===== src/rtl/i2c_rd_pkg.sv =====
`timescale 1ns/1ps
package i2c_rd_pkg;

   typedef enum logic [2:0] {
      ST_IDLE,
      ST_START,
      ST_ADDR,
      ST_RXB,
      ST_PARK,
      ST_STOP
   } rd_state_e;

   // one bit slot = four quarter phases; slot 8 is the ninth (acknowledge) clock
   localparam logic [3:0] ACK_SLOT  = 4'd8;
   localparam logic [3:0] LAST_BIT  = 4'd7;
   localparam logic [1:0] PH_SAMPLE = 2'd2;
   localparam logic [1:0] PH_LAST   = 2'd3;

   typedef struct packed {
      logic scl_low;
      logic sda_low;
      logic data_ph;
   } line_drv_t;

endpackage


===== src/rtl/i2c_rd_clkdiv.sv =====
`timescale 1ns/1ps
module i2c_rd_clkdiv #(
   parameter int DIV_W = 12
) (
   input  logic             clk,
   input  logic             rst_n,
   input  logic             clr,
   input  logic [DIV_W-1:0] div,
   output logic             tick
);

   logic [DIV_W-1:0] cnt;
   logic             wrap;

   assign wrap = (cnt == div);
   assign tick = wrap && !clr;

   always_ff @(posedge clk or negedge rst_n) begin
      if (!rst_n)            cnt <= '0;
      else if (clr || wrap)  cnt <= '0;
      else                   cnt <= cnt + DIV_W'(1);
   end

endmodule


===== src/rtl/i2c_rd_rxhold.sv =====
`timescale 1ns/1ps
module i2c_rd_rxhold #(
   parameter int DATA_W = 8
) (
   input  logic              clk,
   input  logic              rst_n,
   input  logic              load,
   input  logic [DATA_W-1:0] load_data,
   input  logic              rd,
   output logic              full,
   output logic [DATA_W-1:0] data
);

   always_ff @(posedge clk or negedge rst_n) begin
      if (!rst_n) begin
         full <= 1'b0;
         data <= '0;
      end else if (load) begin
         full <= 1'b1;
         data <= load_data;
      end else if (rd) begin
         full <= 1'b0;
      end
   end

endmodule


===== src/rtl/i2c_rd_seq.sv =====
`timescale 1ns/1ps
module i2c_rd_seq
   import i2c_rd_pkg::*;
#(
   parameter int CNT_W = 8
) (
   input  logic             clk,
   input  logic             rst_n,
   input  logic             tick,
   input  logic             cmd_valid,
   input  logic             cmd_start,
   input  logic             cmd_stop,
   input  logic [6:0]       cmd_addr,
   input  logic [CNT_W-1:0] cmd_nbytes,
   input  logic             sda_in,
   input  logic             rx_full,
   output logic             div_clr,
   output logic             rx_load,
   output logic [7:0]       rx_byte,
   output line_drv_t        drv,
   output logic             idle,
   output logic             nack_err
);

   rd_state_e        st;
   logic [3:0]       slot;
   logic [1:0]       ph;
   logic [CNT_W-1:0] remain;
   logic             stop_req;
   logic [7:0]       abyte;
   logic [7:0]       shreg;
   logic             addr_nak;

   logic      stall, adv, samp, accept, park_stop;
   rd_state_e tail_state;

   // holding register still full at the start of a new byte: freeze in SCL low
   assign stall     = (st == ST_RXB) && (slot == 4'd0) && (ph == 2'd0) && rx_full;
   assign adv       = tick && !stall;
   assign samp      = adv && (ph == PH_SAMPLE);
   assign accept    = (st == ST_IDLE) && cmd_valid && cmd_start;
   assign park_stop = (st == ST_PARK) && cmd_valid && cmd_stop;
   assign div_clr   = (st == ST_IDLE) || (st == ST_PARK);
   assign idle      = (st == ST_IDLE);

   assign rx_load = samp && (st == ST_RXB) && (slot == LAST_BIT);
   assign rx_byte = {shreg[6:0], sda_in};

   always_comb begin
      if (remain != '0)  tail_state = ST_RXB;
      else if (stop_req) tail_state = ST_STOP;
      else               tail_state = ST_PARK;
   end

   always_ff @(posedge clk or negedge rst_n) begin
      if (!rst_n) begin
         st       <= ST_IDLE;
         slot     <= '0;
         ph       <= '0;
         remain   <= '0;
         stop_req <= 1'b0;
         abyte    <= '0;
         shreg    <= '0;
         addr_nak <= 1'b0;
         nack_err <= 1'b0;
      end else if (accept) begin
         st       <= ST_START;
         slot     <= '0;
         ph       <= '0;
         abyte    <= {cmd_addr, 1'b1};
         remain   <= cmd_nbytes;
         stop_req <= cmd_stop;
         nack_err <= 1'b0;
      end else if (park_stop) begin
         st <= ST_STOP;
         ph <= '0;
      end else if (adv) begin
         ph <= ph + 2'd1;
         if (samp) begin
            if (st == ST_ADDR && slot == ACK_SLOT) addr_nak <= sda_in;
            if (st == ST_RXB && slot != ACK_SLOT)  shreg    <= {shreg[6:0], sda_in};
            if (rx_load)                           remain   <= remain - CNT_W'(1);
         end
         if (ph == PH_LAST) begin
            unique case (st)
               ST_START: begin
                  st   <= ST_ADDR;
                  slot <= '0;
               end
               ST_ADDR: begin
                  if (slot == ACK_SLOT) begin
                     slot <= '0;
                     if (addr_nak) begin
                        nack_err <= 1'b1;
                        st       <= ST_STOP;
                     end else begin
                        st <= tail_state;
                     end
                  end else begin
                     slot <= slot + 4'd1;
                  end
               end
               ST_RXB: begin
                  if (slot == ACK_SLOT) begin
                     slot <= '0;
                     st   <= tail_state;
                  end else begin
                     slot <= slot + 4'd1;
                  end
               end
               ST_STOP: st <= ST_IDLE;
               default: ;
            endcase
         end
      end
   end

   // line drive: quarters 0,1 SCL low, quarters 2,3 SCL released
   always_comb begin
      drv = '0;
      unique case (st)
         ST_START: begin
            drv.sda_low = (ph != 2'd0);
            drv.scl_low = (ph == PH_LAST);
         end
         ST_ADDR: begin
            drv.scl_low = (ph < PH_SAMPLE);
            drv.sda_low = (slot != ACK_SLOT) && !abyte[3'd7 - slot[2:0]];
            drv.data_ph = 1'b1;
         end
         ST_RXB: begin
            drv.scl_low = (ph < PH_SAMPLE);
            drv.sda_low = (slot == ACK_SLOT) && (remain != '0);
            drv.data_ph = 1'b1;
         end
         ST_PARK: drv.scl_low = 1'b1;
         ST_STOP: begin
            drv.scl_low = (ph == 2'd0);
            drv.sda_low = (ph != PH_LAST);
         end
         default: ;
      endcase
   end

endmodule


===== src/rtl/i2c_rd_master.sv =====
`timescale 1ns/1ps
module i2c_rd_master
   import i2c_rd_pkg::*;
#(
   parameter int CNT_W   = 8,
   parameter int DIV_W   = 12,
   parameter bit OUT_REG = 1'b1
) (
   input  logic             clk,
   input  logic             rst_n,
   input  logic [DIV_W-1:0] clk_div,
   input  logic             cmd_valid,
   input  logic             cmd_start,
   input  logic             cmd_stop,
   input  logic [6:0]       cmd_addr,
   input  logic [CNT_W-1:0] cmd_nbytes,
   input  logic             rx_read,
   output logic [7:0]       rx_data,
   output logic             rx_ready,
   output logic             idle,
   output logic             nack_err,
   output logic             scl_oe,
   output logic             sda_oe,
   input  logic             sda_in
);

   if (CNT_W < 1 || CNT_W > 16) begin : g_bad_cnt
      $error("CNT_W must lie in 1..16");
   end
   if (DIV_W < 2 || DIV_W > 24) begin : g_bad_div
      $error("DIV_W must lie in 2..24");
   end

   logic       tick, div_clr, rx_load;
   logic [7:0] rx_byte;
   line_drv_t  drv_c, drv_q;
   logic       line_data_ph;

   i2c_rd_clkdiv #(.DIV_W(DIV_W)) u_div (
      .clk   (clk),
      .rst_n (rst_n),
      .clr   (div_clr),
      .div   (clk_div),
      .tick  (tick)
   );

   i2c_rd_seq #(.CNT_W(CNT_W)) u_seq (
      .clk        (clk),
      .rst_n      (rst_n),
      .tick       (tick),
      .cmd_valid  (cmd_valid),
      .cmd_start  (cmd_start),
      .cmd_stop   (cmd_stop),
      .cmd_addr   (cmd_addr),
      .cmd_nbytes (cmd_nbytes),
      .sda_in     (sda_in),
      .rx_full    (rx_ready),
      .div_clr    (div_clr),
      .rx_load    (rx_load),
      .rx_byte    (rx_byte),
      .drv        (drv_c),
      .idle       (idle),
      .nack_err   (nack_err)
   );

   i2c_rd_rxhold #(.DATA_W(8)) u_hold (
      .clk       (clk),
      .rst_n     (rst_n),
      .load      (rx_load),
      .load_data (rx_byte),
      .rd        (rx_read),
      .full      (rx_ready),
      .data      (rx_data)
   );

   if (OUT_REG) begin : g_line_reg
      always_ff @(posedge clk or negedge rst_n) begin
         if (!rst_n) drv_q <= '0;
         else        drv_q <= drv_c;
      end
   end else begin : g_line_comb
      assign drv_q = drv_c;
   end

   assign scl_oe       = drv_q.scl_low;
   assign sda_oe       = drv_q.sda_low;
   assign line_data_ph = drv_q.data_ph;

endmodule


===== config.mk =====
export PLATFORM = sky130hd
export DESIGN_NAME = i2c_rd_master
export DESIGN_NICKNAME = d
export VERILOG_FILES = /design/src/rtl/i2c_rd_pkg.sv /design/src/rtl/i2c_rd_clkdiv.sv /design/src/rtl/i2c_rd_rxhold.sv /design/src/rtl/i2c_rd_seq.sv /design/src/rtl/i2c_rd_master.sv
export SDC_FILE = /design/constraint.sdc
export NUM_CORES = 1
export LEC_CHECK = 0
export ABC_AREA = 1
export BUFFER_PORTS_ARGS = -buffer_cell sky130_fd_sc_hd__buf_4
export CORE_UTILIZATION = 55
export CTS_CLUSTER_SIZE = 25
export DETAILED_ROUTE_END_ITERATION = 10
export GPL_TIMING_DRIVEN = 1
export PLACE_DENSITY = 0.77
export SETUP_SLACK_MARGIN = 0.05
export SYNTH_ARGS = -nofsm -noshare
export SYNTH_HDL_FRONTEND = slang
export SYNTH_SLANG_ARGS = --single-unit

===== constraint.sdc =====
create_clock -name clk -period 2.3 [get_ports clk]
set_clock_uncertainty 0.15 [all_clocks]
set_input_delay 0.23 -clock clk [delete_from_list [all_inputs] [get_ports clk]]
set_output_delay 0.23 -clock clk [all_outputs]
set_load 0.01 [all_outputs]

Word level (Yosys, flattened, before mapping)
Cells that the tools add are included.
{ "op_classes": {"n_addsub": 5, "order_cmp": 2, "n_eq_ne": 15, "muxes": 38, "n_bitwise": 2, "reduce_logical": 45} }
{ "op_table": {"columns": ["op", "n"], "rows": [
  ["two-way mux 8 bit", 5],
  ["two-way mux 3 bit", 8],
  ["two-way mux 4 bit", 5],
  ["nonzero test 2 bit", 9],
  ["logical AND 1 bit", 16],
  ["AND reduction 5 bit", 3],
  ["adder 12 x 1 -> 12 bit (second input constant)", 1],
  ["== test 12 bit", 1],
  ["two-way mux 12 bit", 1],
  ["case mux 3 bit (4 select lines)", 1],
  ["two-way mux 1 bit", 11],
  ["nonzero test 3 bit", 3],
  ["inequality test 4 x 2 -> 1 bit (second input constant)", 2],
  ["case mux 1 bit (4 select lines)", 2],
  ["case mux 4 bit (2 select lines)", 1],
  ["AND reduction 4 bit", 2],
  ["nonzero test 8 bit", 1],
  ["subtractor 8 x 1 -> 8 bit (second input constant)", 1],
  ["== test 3 x 2 -> 1 bit (second input constant)", 2],
  ["== test 3 bit (second input constant)", 2],
  ["two-way mux 2 bit", 3],
  ["AND reduction 6 bit", 1],
  ["nonzero test 6 bit", 1],
  ["adder 4 x 1 -> 4 bit (second input constant)", 1],
  ["other kinds (19)", 24]
]} }
{ "totals": {"reg_bits": 58, "out_inout_bits": 13, "wordCells": 121} }

Logic depth before layout (Yosys ltp)
Gate-level depths: netlist of run 1.
{ "logic_depth": {"word_depth": 14, "ltp_mapped": 12, "ltp_nobuf": 12} }

Cells and area by module
From an unflattened synthesis of run 1, not the netlist that was laid out.
{ "unflattened": {"hier_cells": 460, "hier_area_um2": 3472.1} }
{ "modules_own_cells": {"columns": ["mod", "instances", "cells_each", "area_each_um2"], "rows": [
  ["i2c_rd_seq", 1, 305, 2288.4],
  ["i2c_rd_clkdiv", 1, 115, 792.0],
  ["i2c_rd_rxhold", 1, 38, 341.6],
  ["i2c_rd_master", 1, 2, 50.0]
]} }

Worst setup path after synthesis of run 1
No wires, ideal clock.
{ "synth_path": {"path_type": "register -> register", "start": "register u_seq.slot[0]", "end": "register u_seq.remain[6]", "setup_ns": 0.117, "t_arrival_ns": 1.711, "required_time_ns": 2.033, "slack_ns": 0.323, "stages_incl_launch_ff": 11, "n_path_buf": 2, "synth_period_minus_slack_ns": 1.977, "cell_sequence": "dfrtp_1 -> clkbuf_1 -> inv_1 -> ha_1 -> nand4_1 -> nor3_2 -> nor2_2 -> nand4_4 -> buf_2 -> nand3_1 -> nand2_1"} }
{ "synth_via": {"elab_chain_cells": 11} }
{ "synth_lines": {"columns": ["element", "line_no", "text"], "rows": [
  ["start, declared", "i2c_rd_seq.sv:26", "logic [3:0] slot;"],
  ["start signal, assigned", "i2c_rd_seq.sv:100", "slot <= slot + 4'd1;"],
  ["start signal, assigned", "i2c_rd_seq.sv:108", "slot <= slot + 4'd1;"],
  ["zero test 4 bit", "i2c_rd_seq.sv:38", "assign stall = (st == ST_RXB) && (slot == 4'd0) && (ph == 2'd0) && rx_full;"],
  ["logical AND 1 bit (3 in a row)", "i2c_rd_seq.sv:38", null],
  ["zero test 1 bit", "i2c_rd_seq.sv:39", "assign adv = tick && !stall;"],
  ["logical AND 1 bit", "i2c_rd_seq.sv:39", null],
  ["logical AND 1 bit", "i2c_rd_seq.sv:40", "assign samp = adv && (ph == PH_SAMPLE);"],
  ["logical AND 1 bit (2 in a row)", "i2c_rd_seq.sv:46", "assign rx_load = samp && (st == ST_RXB) && (slot == LAST_BIT);"],
  ["nonzero test 2 bit (no source line)", null, null],
  ["AND reduction 4 bit (no source line) (*)", null, null],
  ["end signal, assigned", "i2c_rd_seq.sv:71", "remain <= cmd_nbytes;"],
  ["end signal, assigned", "i2c_rd_seq.sv:82", "if (rx_load) remain <= remain - CNT_W'(1);"],
  ["end, declared", "i2c_rd_seq.sv:28", "logic [CNT_W-1:0] remain;"]
]} }
Every way passes the cells marked *; elsewhere a longest branch is shown, timed or not.
A chain may end at the register's enable or synchronous reset.

Worst setup path in the final report of run 1
{ "layout_path": {"start": "register u_seq.slot[1]", "end": "register u_seq.st[2]"} }
{ "layout_via": {"elab_chain_cells": 8} }
{ "layout_lines": {"columns": ["element", "line_no", "text"], "rows": [
  ["zero test 4 bit", "i2c_rd_seq.sv:38", null],
  ["logical AND 1 bit (3 in a row)", "i2c_rd_seq.sv:38", null],
  ["zero test 1 bit", "i2c_rd_seq.sv:39", null],
  ["logical AND 1 bit", "i2c_rd_seq.sv:39", null],
  ["nonzero test 3 bit (no source line)", null, null],
  ["AND reduction 5 bit (no source line) (*)", null, null],
  ["end signal, assigned", "i2c_rd_seq.sv:97", "st <= tail_state;"],
  ["end signal, assigned", "i2c_rd_seq.sv:106", "st <= tail_state;"],
  ["end, declared", "i2c_rd_seq.sv:25", "rd_state_e st;"]
]} }
Marks and branches as above.

==> flow_summary_export.csv, run 1 <==
group,metric,value,unit
logic_synthesis,synth_top_area_cell,"dfrtp_1",
clock_tree,clk_pin_slew,0.07,ns
critical_path,r2r-start,"u_seq.slot[1]",
logic_synthesis,ys_top_cells_by_area,"dfrtp_1 (45%), nand2_1 (18%), nand3_1 (7.4%)",
logic_synthesis,avgSynthCellArea,7.49,sq um
worst_hold_path,hold_path.class,"in -> reg",
cells_and_area,area_growth,23.7,%
clock_tree,ctsLongestPathBuffers,2,
grt,grt_max_degree,59,
place,hpwl,4980,um
grt,gr-max-usage-layer,"met2",
floorplanning,fp-row-count,27,
clock_tree,insertion_delay,0.34,ns
critical_path,crit_fanout,7,
detailed_routing,wl_per_cell,12.1,um
timing,rsz0062_at_grt,"false",
critical_path,critPathCaptureType,"flip-flop",
cells_and_area,final_nets,544,
detailed_routing,routed_wl,7030,um
logic_synthesis,syn_nets,476,
clock_tree,cts_buffers,9,
critical_path,rrSetupSlack,0.26,ns
grt,grt_pass1_vias,2833,
worst_hold_path,holdPathStages,5,
clock_tree,cts_root_buf,"clkbuf_8",
logic_synthesis,async_flop_share,1.00,
place,dp.cells,553,
critical_path,worstSetupPathType,"reg -> reg",
logic_synthesis,synthCells,435,
timing,timing.final.crit_share,0.889,
run_status,status,"complete, no violations",
logic_synthesis,yosysMostFrequentCell,"nand2_1",
critical_path,crit_arrival,2.16,ns
floorplanning,start_util,0.581,
critical_path,critPathLaunchType,"flip-flop",
logic_synthesis,post_synth_num_cell_types,34,
detailed_routing,drc,0,
grt,grt_pass1_wl,12300,um
flow_run,drv_cap,0,
worst_hold_path,hold_start,"cmd_nbytes[3]",
logic_synthesis,ys_seq_area_frac,0.445,
detailed_routing,vias_per_cell,5.13,
critical_path,reg2reg_depth,10,
logic_synthesis,synth_commonest_cells,"nand2_1 (154), dfrtp_1 (58), nand3_1 (48)",
cells_and_area,final_cells,580,
logic_synthesis,ys.flop_type,"dfrtp_1",
logic_synthesis,synth_seq_cells,58,
critical_path,r2r_end,"u_seq.st[2]",
grt,grt_overflow,0,
floorplanning,die_w,79.0,um
detailed_routing,drt_iter0_markers,218,
timing,tightestPinTransition,0.714,ns
power_and_ir_drop,p_per_area,802,nW/um^2
logic_synthesis,synth_enable_flop_cells,0,
timing,finalSetupTns,0,ns
floorplanning,dieArea,6240,sq um
floorplanning,coreArea,5610,sq um
place,place_congestion,0.945,
timing,hold_viol_final,0,
logic_synthesis,yosys_warnings,0,
place,dpl-instance-area,3700,sq um
critical_path,cp_data_required_time,2.41,ns
clock_tree,cts_sinks,58,
place,portBuffers,46,
grt,grt_util_met3,0.0690,
floorplanning,ios,47,
detailed_routing,drt_pass1_iterations,4,
detailed_routing,drtAntennaViolNets,0,
logic_synthesis,netlist_area,3260,sq um
timing,whs,0.0237,ns
clock_tree,cts_tree,"done",
timing,finalSetupViolations,0,
timing,finalMaxSlewViolations,0,
cells_and_area,antenna_cells,0,
grt,grt_use_met2,0.420,
detailed_routing,num_vias,2973,
power_and_ir_drop,ir_worst_vdd,0.598,mV
grt,antenna_found_initial,0,
grt,grtUsageTotal,0.255,
cells_and_area,drive_above_1_share,0.171,
clock_tree,h-tree-depth,3,
clock_tree,post-cts-setup-buffers,0,
worst_hold_path,hold_path_end,"u_seq.remain[3]",
grt,gr-usage-met1,0.319,
power_and_ir_drop,p_leak,2.15,nW
cells_and_area,final_cell_area,4030,sq um
timing,timing.fmax,0.489,GHz
logic_synthesis,synth_top_area_share,0.445,
timing,min_period,2.04,ns
floorplanning,die_h,79.0,um
cells_and_area,n_fill_cell,445,
timing,slew_headroom,0.524,
==> stage by stage <==
step	power [mW]	worst slack (ns)	util
3_3_place_gp	2.15	0.247	0.659
6_report	3.23	0.255	0.718
5_1_grt	3.47	0.0823	0.718
2_1_floorplan	1.94	0.323	-
3_5_place_dp	2.19	0.219	0.659
4_1_cts	3.25	0.193	0.718
==> power by group <==
group	switching (mW)	total, mW	internal, mW
clock network	0.422	1.03	0.607
registers	0.140	1.33	1.19
logic	0.511	0.873	0.362
total	1.07	3.23	2.16
==> worst max-delay path: stages (launching register included) <==
cell and delay, ns:
dfrtp_1 0.45, inv_1 0.13, ha_1 0.18, nand2_1 0.07, nor2_2 0.24, nor2_1 0.07
a211oi_1 0.20, nand3_1 0.20, nand2_1 0.14, nand2_1 0.07, o21ai_0 0.07
==> cells in the final DEF (no fill, tap or decap), types with 3 or more instances in the layout <==
master         Yosys  routed
dfrtp_1           58      58
inv_1             47      47
nand4_1            4       4
buf_4              2      55
dlygate4sd3_1      0      11
nand3_1           48      48
ha_1               7       7
a21oi_1            5       5
nor3_1            10      10
nor3b_1            3       3
o21ai_0           17      17
nor2_1            39      39
clkbuf_8           0       9
nand2_1          154     154
xor2_1             9       9
==> layer usage <==
metal,up-vias,share of wire
li1,1519,-
met3,16,0.058
met4,0,0.017
met2,71,0.49
met1,1367,0.43
met5,-,0
==> layout make-up <==
type | instances | area, sq um | share of cell area
timing repair buffer | 66 | 523 | 0.130
multi-input combinational | 319 | 1560 | 0.388
sequential | 58 | 1450 | 0.360
tap | 72 | 90.1 | 0.0224
inverter | 49 | 184 | 0.0457
clock inverter | 7 | 93.8 | 0.0233
clock buffer | 9 | 124 | 0.0307
==> registers in the layout (all words and copies together), names as in the netlist, 2 cells and up <==
name,count
u_seq.st,3
u_seq.remain,8
u_div.cnt,12
u_seq.abyte,8
u_seq.slot,4
u_seq.ph,2
u_seq.shreg,7
u_hold.data,8
==> worst max-delay path by stage <==
stage	start	end	slack, ns	cells after the start
2_1_floorplan	u_seq.slot[0]	u_seq.remain[6]	0.32	10
4_1_cts	u_seq.slot[1]	u_seq.shreg[3]	0.19	10
3_3_place_gp	u_seq.slot[1]	u_seq.shreg[3]	0.25	10
6_report	u_seq.slot[1]	u_seq.st[2]	0.26	10
3_5_place_dp	u_seq.slot[1]	u_seq.shreg[3]	0.22	10
5_1_grt	u_seq.slot[1]	u_seq.st[2]	0.08	10
==> repair_timing <==
| item | in CTS | in global routing |
|---|---|---|
| endpoints found under the hold margin | 70 | 0 |
| hold buffers | 11 | 0 |
| setup endpoints to repair | 0 | 6 |
| gates resized for setup | 0 | 1 |
==> cells by family (layout without fill, tap and decap cells) <==
group,Yosys count,count (layout),synth area share
adder cells (fa/ha/maj),7,7,0.0269
flip-flops,58,58,0.445
AND/OR/NAND/NOR,272,272,0.373
AO/OA/AOI/OAI,30,30,0.0518
buffers and inverters,58,131,0.0764
XOR/XNOR,10,10,0.0269
Power figures use the tool's default switching activity.
==> run 2: changes to the inputs <==
Settings changed: CELL_PAD_IN_SITES_DETAIL_PLACEMENT set to 1, CELL_PAD_IN_SITES_GLOBAL_PLACEMENT set to 2, CORE_UTILIZATION 55 to 33, HOLD_SLACK_MARGIN set to 0.05, PLACE_DENSITY 0.77 to unset, PLACE_DENSITY_LB_ADDON set to 0.1.
==> flow_summary_export.csv, run 2 (synthesized netlist as in run 1, its figures left out) <==
group,metric,value,unit
grt,grt_pass1_wl,15000,um
cells_and_area,layout_common_cells,"nand2_1 (154), dfrtp_1 (58), buf_4 (56), nand3_1 (48), inv_1 (47)",
power_and_ir_drop,pwr-share-seq,0.430,
detailed_routing,drc,0,
cells_and_area,final_common_cell,"nand2_1",
timing,min_period,2.06,ns
clock_tree,cts_tree,"done",
place,hpwl,6230,um
critical_path,crit_fanout,6,
critical_path,r2r_end,"u_seq.slot[1]",
cells_and_area,final_cell_area,4170,sq um
critical_path,critPathCaptureType,"flip-flop",
cells_and_area,area_growth,28.0,%
timing,tightestPinTransition,0.755,ns
detailed_routing,vias_per_cell,4.74,
timing,timing.fmax,0.486,GHz
detailed_routing,drt_pass1_iterations,4,
timing,finalSetupTns,0,ns
grt,antenna_found_initial,0,
worst_hold_path,hold_path.class,"in -> reg",
clock_tree,cts_buffers,9,
critical_path,rrSetupSlack,0.24,ns
power_and_ir_drop,power.switching,1.16,mW
critical_path,cp_slowest_cell,"dfrtp_1",
timing,hold_viol_final,0,
place,place_congestion,0.812,
cells_and_area,drive_above_1_share,0.174,
critical_path,r2r-start,"u_seq.ph[0]",
power_and_ir_drop,p_leak,2.18,nW
critical_path,crit_path_max_incr_delay,0.40,ns
cells_and_area,largest_register,"u_div.cnt",
timing,slew_headroom,0.496,
power_and_ir_drop,clkPwrFrac,0.281,
clock_tree,cts_sinks,58,
timing,rsz0062_at_grt,"false",
critical_path,cp.depth,10,
cells_and_area,largest_reg_flops,12,
cells_and_area,seqCellArea,1450,sq um
floorplanning,die_w,101,um
grt,grt_max_degree,59,
floorplanning,dieArea,10300,sq um
grt,grtUsageTotal,0.189,
place,dpl-instance-area,3740,sq um
power_and_ir_drop,ir_worst_vdd,0.349,mV
power_and_ir_drop,switching_share,0.374,
floorplanning,coreArea,9420,sq um
critical_path,crit_path_start,"u_seq.ph[0]",
cells_and_area,final_nets,554,
critical_path,cp_data_required_time,2.38,ns
critical_path,worstSetupPathType,"reg -> reg",
timing,finalSetupViolations,0,
power_and_ir_drop,combPwrFrac,0.289,
detailed_routing,num_vias,3067,
clock_tree,insertion_delay,0.35,ns
critical_path,cp_cell_sequence,"inv_1, ha_1, nand4_1, nor3_2, nor2_2, nand2_4, inv_1, nand2_1, nand3_1, nand2_1",
floorplanning,die_h,101,um
clock_tree,cts_root_buf,"clkbuf_8",
floorplanning,start_util,0.346,
place,portBuffers,46,
cells_and_area,n_fill_cell,1188,
critical_path,endpoint,"u_seq.slot[1]",
clock_tree,h-tree-depth,3,
power_and_ir_drop,p_int,1.94,mW
timing,finalMaxSlewViolations,0,
critical_path,cpLargestDelayFamily,"simple AND/OR/NAND/NOR gates",
cells_and_area,antenna_cells,0,
floorplanning,ios,47,
clock_tree,ctsLongestPathBuffers,2,
floorplanning,fp-row-count,35,
critical_path,critPathLaunchType,"flip-flop",
detailed_routing,drtAntennaViolNets,0,
grt,grt_pass1_vias,3158,
grt,grt_overflow,0,
run_status,status,"complete, no violations",
power_and_ir_drop,p_per_area,743,nW/um^2
cells_and_area,multi_input_area,1570,sq um
detailed_routing,routed_wl,8760,um
detailed_routing,drt_iter0_markers,98,
critical_path,crit_arrival,2.14,ns
worst_hold_path,hold_start,"cmd_valid",
critical_path,critPathBufInv,2,
clock_tree,clk_pin_slew,0.08,ns
detailed_routing,wl_per_cell,13.5,um
flow_run,drv_cap,0,
critical_path,reg2reg_depth,10,
timing,timing.final.crit_share,0.894,
## run 2: cell types whose count changed in the layout (fill, tap and decap cells not counted), sizes merged
cell	previous run	this run
inv	49	50
dlygate4sd3	11	19
buf	55	57
bufinv	2	0
clkinv	3	4
## run 2: area by class of cell
| type | instances | share of cell area |
|---|---|---|
| Inverter | 49 | 0.0441 |
| Clock buffer | 9 | 0.0297 |
| Tap cell | 129 | 0.0387 |
| Timing Repair Buffer | 76 | 0.151 |
| Multi-Input combinational cell | 319 | 0.375 |
| Clock inverter | 7 | 0.0132 |
| Sequential cell | 58 | 0.348 |
## run 2: power by group through the flow
| stage | Clock [mW] | Sequential (mW) | Combinational [mW] |
|---|---|---|---|
| 3_5_place_dp | 0 | 1.35 | 0.880 |
| 2_1_floorplan | 0 | 1.31 | 0.628 |
| 3_3_place_gp | 0 | 1.35 | 0.849 |
| 5_1_grt | 0.940 | 1.36 | 1.04 |
| 6_report | 0.871 | 1.33 | 0.895 |
| 4_1_cts | 0.904 | 1.33 | 0.909 |
## run 2: how the worst min path moves through the flow
stage,cells past startpoint,slack (ns),end
floorplan,0,-0.22,scl_oe
global placement,1,0.21,u_seq.abyte[5]
detailed placement,1,0.21,u_div.cnt[4]
CTS,5,0.16,u_seq.st[0]
global route,5,0.20,u_seq.st[0]
finish,5,0.16,u_seq.st[0]
## run 2: metrics by stage
| step | util | hold slack [ns] | std cells | total power, mW | worst slack (ns) |
|---|---|---|---|---|---|
| global placement | 0.398 | 0.212 | 607 | 2.20 | 0.141 |
| global route | 0.443 | 0.198 | 647 | 3.34 | 0.0497 |
| floorplan | - | -0.216 | 435 | 1.94 | 0.323 |
| finish | 0.443 | 0.164 | 647 | 3.10 | 0.244 |
| detailed placement | 0.398 | 0.212 | 607 | 2.23 | 0.0985 |
| CTS | 0.437 | 0.158 | 642 | 3.15 | 0.0874 |
## run 2: worst reg2reg max path: stages (launching register included)
cell     delay (ns)
dfrtp_1        0.40
inv_1          0.08
ha_1           0.27
nand4_1        0.13
nor3_2         0.06
nor2_2         0.26
nand2_4        0.14
inv_1          0.16
nand2_1        0.14
nand3_1        0.10
nand2_1        0.05
## run 2: what timing repair did
action,in CTS,in global routing
setup buffers,0,5
hold buffers,19,0
hold endpoints to repair,78,0
endpoints found under the setup margin,0,15
gates resized for setup,0,2
## run 2: layer usage
layer  vias to the layer above  track usage  part of all wire
met1                      1471        0.241              0.48
met4                         0       0.0647             0.014
met2                        53        0.316              0.48
met5                         -            0                 0
met3                         9       0.0421             0.031
li1                       1534            -                 -
==> run 3: changes to the inputs <==
Settings changed: ABC_AREA 1 to unset, CORE_UTILIZATION 33 to 36.
==> flow_summary_export.csv, run 3 <==
group,metric,value,unit
cells_and_area,area_growth,35.7,%
logic_synthesis,synth_xor_area_frac,0.0845,
clock_tree,insertion_delay,0.34,ns
timing,hold_viol_final,0,
grt,antenna_found_initial,0,
critical_path,r2r-start,"u_seq.ph[0]",
place,post-place-ws,-0.204,ns
critical_path,cp.depth,8,
timing,finalSetupViolations,0,
detailed_routing,drt_pass1_iterations,4,
logic_synthesis,ys_seq_area_frac,0.483,
worst_hold_path,holdPathStages,5,
floorplanning,die_w,93.4,um
critical_path,critPathLaunchType,"flip-flop",
critical_path,rrSetupSlack,0.10,ns
place,place_congestion,0.789,
logic_synthesis,synth_seq_cells,58,
power_and_ir_drop,switching_share,0.317,
cells_and_area,antenna_cells,0,
place,dp.cells,458,
logic_synthesis,avgSynthCellArea,10.1,sq um
detailed_routing,drtAntennaViolNets,0,
cells_and_area,n_fill_cell,903,
grt,grtUsageTotal,0.206,
place,hpwl,5410,um
cells_and_area,final_common_cell,"buf_4",
timing,finalSetupTns,0,ns
grt,grt_pass1_vias,2615,
worst_hold_path,hold_path_end,"u_seq.ph[0]",
critical_path,cp_data_required_time,2.38,ns
logic_synthesis,synth_fa_ha_area_frac,0.0291,
clock_tree,cts_root_buf,"clkbuf_8",
power_and_ir_drop,combPwrFrac,0.237,
timing,timing.fmax,0.455,GHz
power_and_ir_drop,power,3.05,mW
logic_synthesis,synth_enable_flop_cells,0,
cells_and_area,drive_above_1_share,0.322,
timing,finalMaxSlewViolations,0,
floorplanning,start_util,0.381,
power_and_ir_drop,clkPwrFrac,0.321,
detailed_routing,drt_iter0_markers,71,
critical_path,cp_cell_sequence,"inv_1, ha_2, and3_1, and2_1, nand4bb_1, buf_6, buf_12, mux2_2",
detailed_routing,vias_per_cell,4.97,
timing,tightestPinTransition,0.768,ns
logic_synthesis,async_flop_share,1.00,
power_and_ir_drop,p_per_area,748,nW/um^2
timing,whs,0.225,ns
power_and_ir_drop,pwr-share-seq,0.442,
critical_path,critPathCaptureType,"flip-flop",
logic_synthesis,yosys_warnings,0,
logic_synthesis,ys.flop_type,"dfrtp_1",
critical_path,cp_slowest_cell,"dfrtp_1",
worst_hold_path,hold_path.class,"in -> reg",
critical_path,worstSetupPathType,"reg -> reg",
cells_and_area,layout_common_cells,"buf_4 (75), dfrtp_1 (58), nand2_1 (41), nor2_1 (33), dlygate4sd3_1 (19)",
logic_synthesis,ys_top_cells_by_area,"dfrtp_1 (48%), mux2_2 (6.4%), nand2_1 (5.2%)",
clock_tree,ctsLongestPathBuffers,2,
clock_tree,h-tree-depth,3,
place,dpl-instance-area,3600,sq um
cells_and_area,postLayoutCoreUtil,0.517,
cells_and_area,final_cell_area,4080,sq um
power_and_ir_drop,p_int,2.08,mW
logic_synthesis,synth.area.mux_share,0.102,
cells_and_area,final_cells,500,
floorplanning,dieArea,8720,sq um
run_status,status,"complete, no violations",
timing,finalWorstSetupSlack,0.102,ns
critical_path,r2r_end,"u_hold.data[7]",
logic_synthesis,synth_top_area_share,0.483,
floorplanning,die_h,93.4,um
critical_path,cpLargestDelayFamily,"simple AND/OR/NAND/NOR gates",
timing,rsz0062_at_grt,"true",
logic_synthesis,synthCells,297,
cells_and_area,largest_register,"u_div.cnt",
logic_synthesis,netlist_area,3010,sq um
timing,timing.final.crit_share,0.956,
detailed_routing,num_vias,2483,
floorplanning,fp-row-count,32,
logic_synthesis,synth_compound_area_frac,0.0483,
logic_synthesis,yosysMostFrequentCell,"dfrtp_1",
place,portBuffers,46,
critical_path,crit_fanout,8,
detailed_routing,routed_wl,7910,um
clock_tree,clk_pin_slew,0.08,ns
timing,min_period,2.20,ns
logic_synthesis,synth_top_family_by_area,"simple AND/OR/NAND/NOR gates",
critical_path,reg2reg_depth,8,
clock_tree,cts_buffers,9,
detailed_routing,drc,0,
cells_and_area,largest_reg_flops,12,
clock_tree,cts_sinks,58,
logic_synthesis,syn_nets,338,
timing,slew_headroom,0.488,
critical_path,crit_path_max_incr_delay,0.39,ns
worst_hold_path,hold_start,"cmd_valid",
clock_tree,cts_tree,"done",
logic_synthesis,synth-simple-area-share,0.220,
power_and_ir_drop,ir_worst_vdd,0.498,mV
critical_path,critPathBufInv,3,
critical_path,crit_arrival,2.28,ns
logic_synthesis,post_synth_num_cell_types,39,
logic_synthesis,synth_top_area_cell,"dfrtp_1",
power_and_ir_drop,p_leak,1.96,nW
detailed_routing,wl_per_cell,15.8,um
grt,grt_max_degree,59,
flow_run,drv_cap,0,
power_and_ir_drop,power.switching,0.967,mW
cells_and_area,final_nets,434,
grt,grt_overflow,0,
grt,grt_pass1_wl,13400,um
floorplanning,coreArea,7890,sq um
logic_synthesis,synth_commonest_cells,"dfrtp_1 (58), nand2_1 (42), nor2_1 (33)",
floorplanning,ios,47,
-- run 3: power by group through the flow --
| stage | Sequential, mW | Combinational (mW) | Clock (mW) |
|---|---|---|---|
| global route | 1.37 | 0.823 | 1.05 |
| floorplan | 1.34 | 0.426 | 0 |
| global placement | 1.36 | 0.679 | 0 |
| finish | 1.35 | 0.724 | 0.978 |
| detailed placement | 1.36 | 0.693 | 0 |
| CTS | 1.35 | 0.728 | 1.00 |
-- run 3: worst register-to-register path, cell delays in order (launching register included) --
cell and delay, ns:
dfrtp_1 0.39, inv_1 0.11, ha_2 0.21, and3_1 0.17, and2_1 0.15, nand4bb_1 0.26, buf_6 0.24, buf_12 0.14
mux2_2 0.27
-- run 3: worst max-delay path by stage --
stage	from	end	slack, ns
2_1_floorplan	u_div.cnt[8]	u_seq.shreg[0]	0.13
3_3_place_gp	u_div.cnt[8]	u_seq.shreg[0]	-0.06
6_report	u_seq.ph[0]	u_hold.data[7]	0.10
4_1_cts	u_div.cnt[5]	u_seq.shreg[0]	0.07
3_5_place_dp	u_div.cnt[8]	u_seq.shreg[0]	-0.20
5_1_grt	u_div.cnt[8]	u_seq.addr_nak	-0.02
-- run 3: logic make-up after synthesis --
kind of cell    Yosys count
compound gates           26
simple gates            130
flops                    58
buf+inv                  21
fa+ha+maj                 7
xor+xnor                 29
mux                      26
-- run 3: cell type report --
| type | count | area, sq um | area share |
|---|---|---|---|
| multi-input combinational | 218 | 1480 | 0.362 |
| sequential | 58 | 1450 | 0.356 |
| timing repair buffer | 96 | 785 | 0.192 |
| tap | 102 | 128 | 0.0313 |
| clock buffer | 9 | 124 | 0.0304 |
| clock inverter | 7 | 78.8 | 0.0193 |
| inverter | 10 | 37.5 | 0.00920 |
-- run 3: routing by layer --
metal	wire, um	vias up	global-route usage
met5	0	-	0
met4	112	0	0.0846
met3	254	9	0.0374
met2	3720	48	0.313
met1	3820	1225	0.289
li1	-	1201	-
-- run 3: repair_timing --
action | CTS | global route
setup buffers | 4 | 3
endpoints found under the hold margin | 78 | 0
resized for setup | 2 | 5
pin swaps | 2 | 4
endpoints found under the setup margin | 15 | 13
hold buffers | 19 | 0
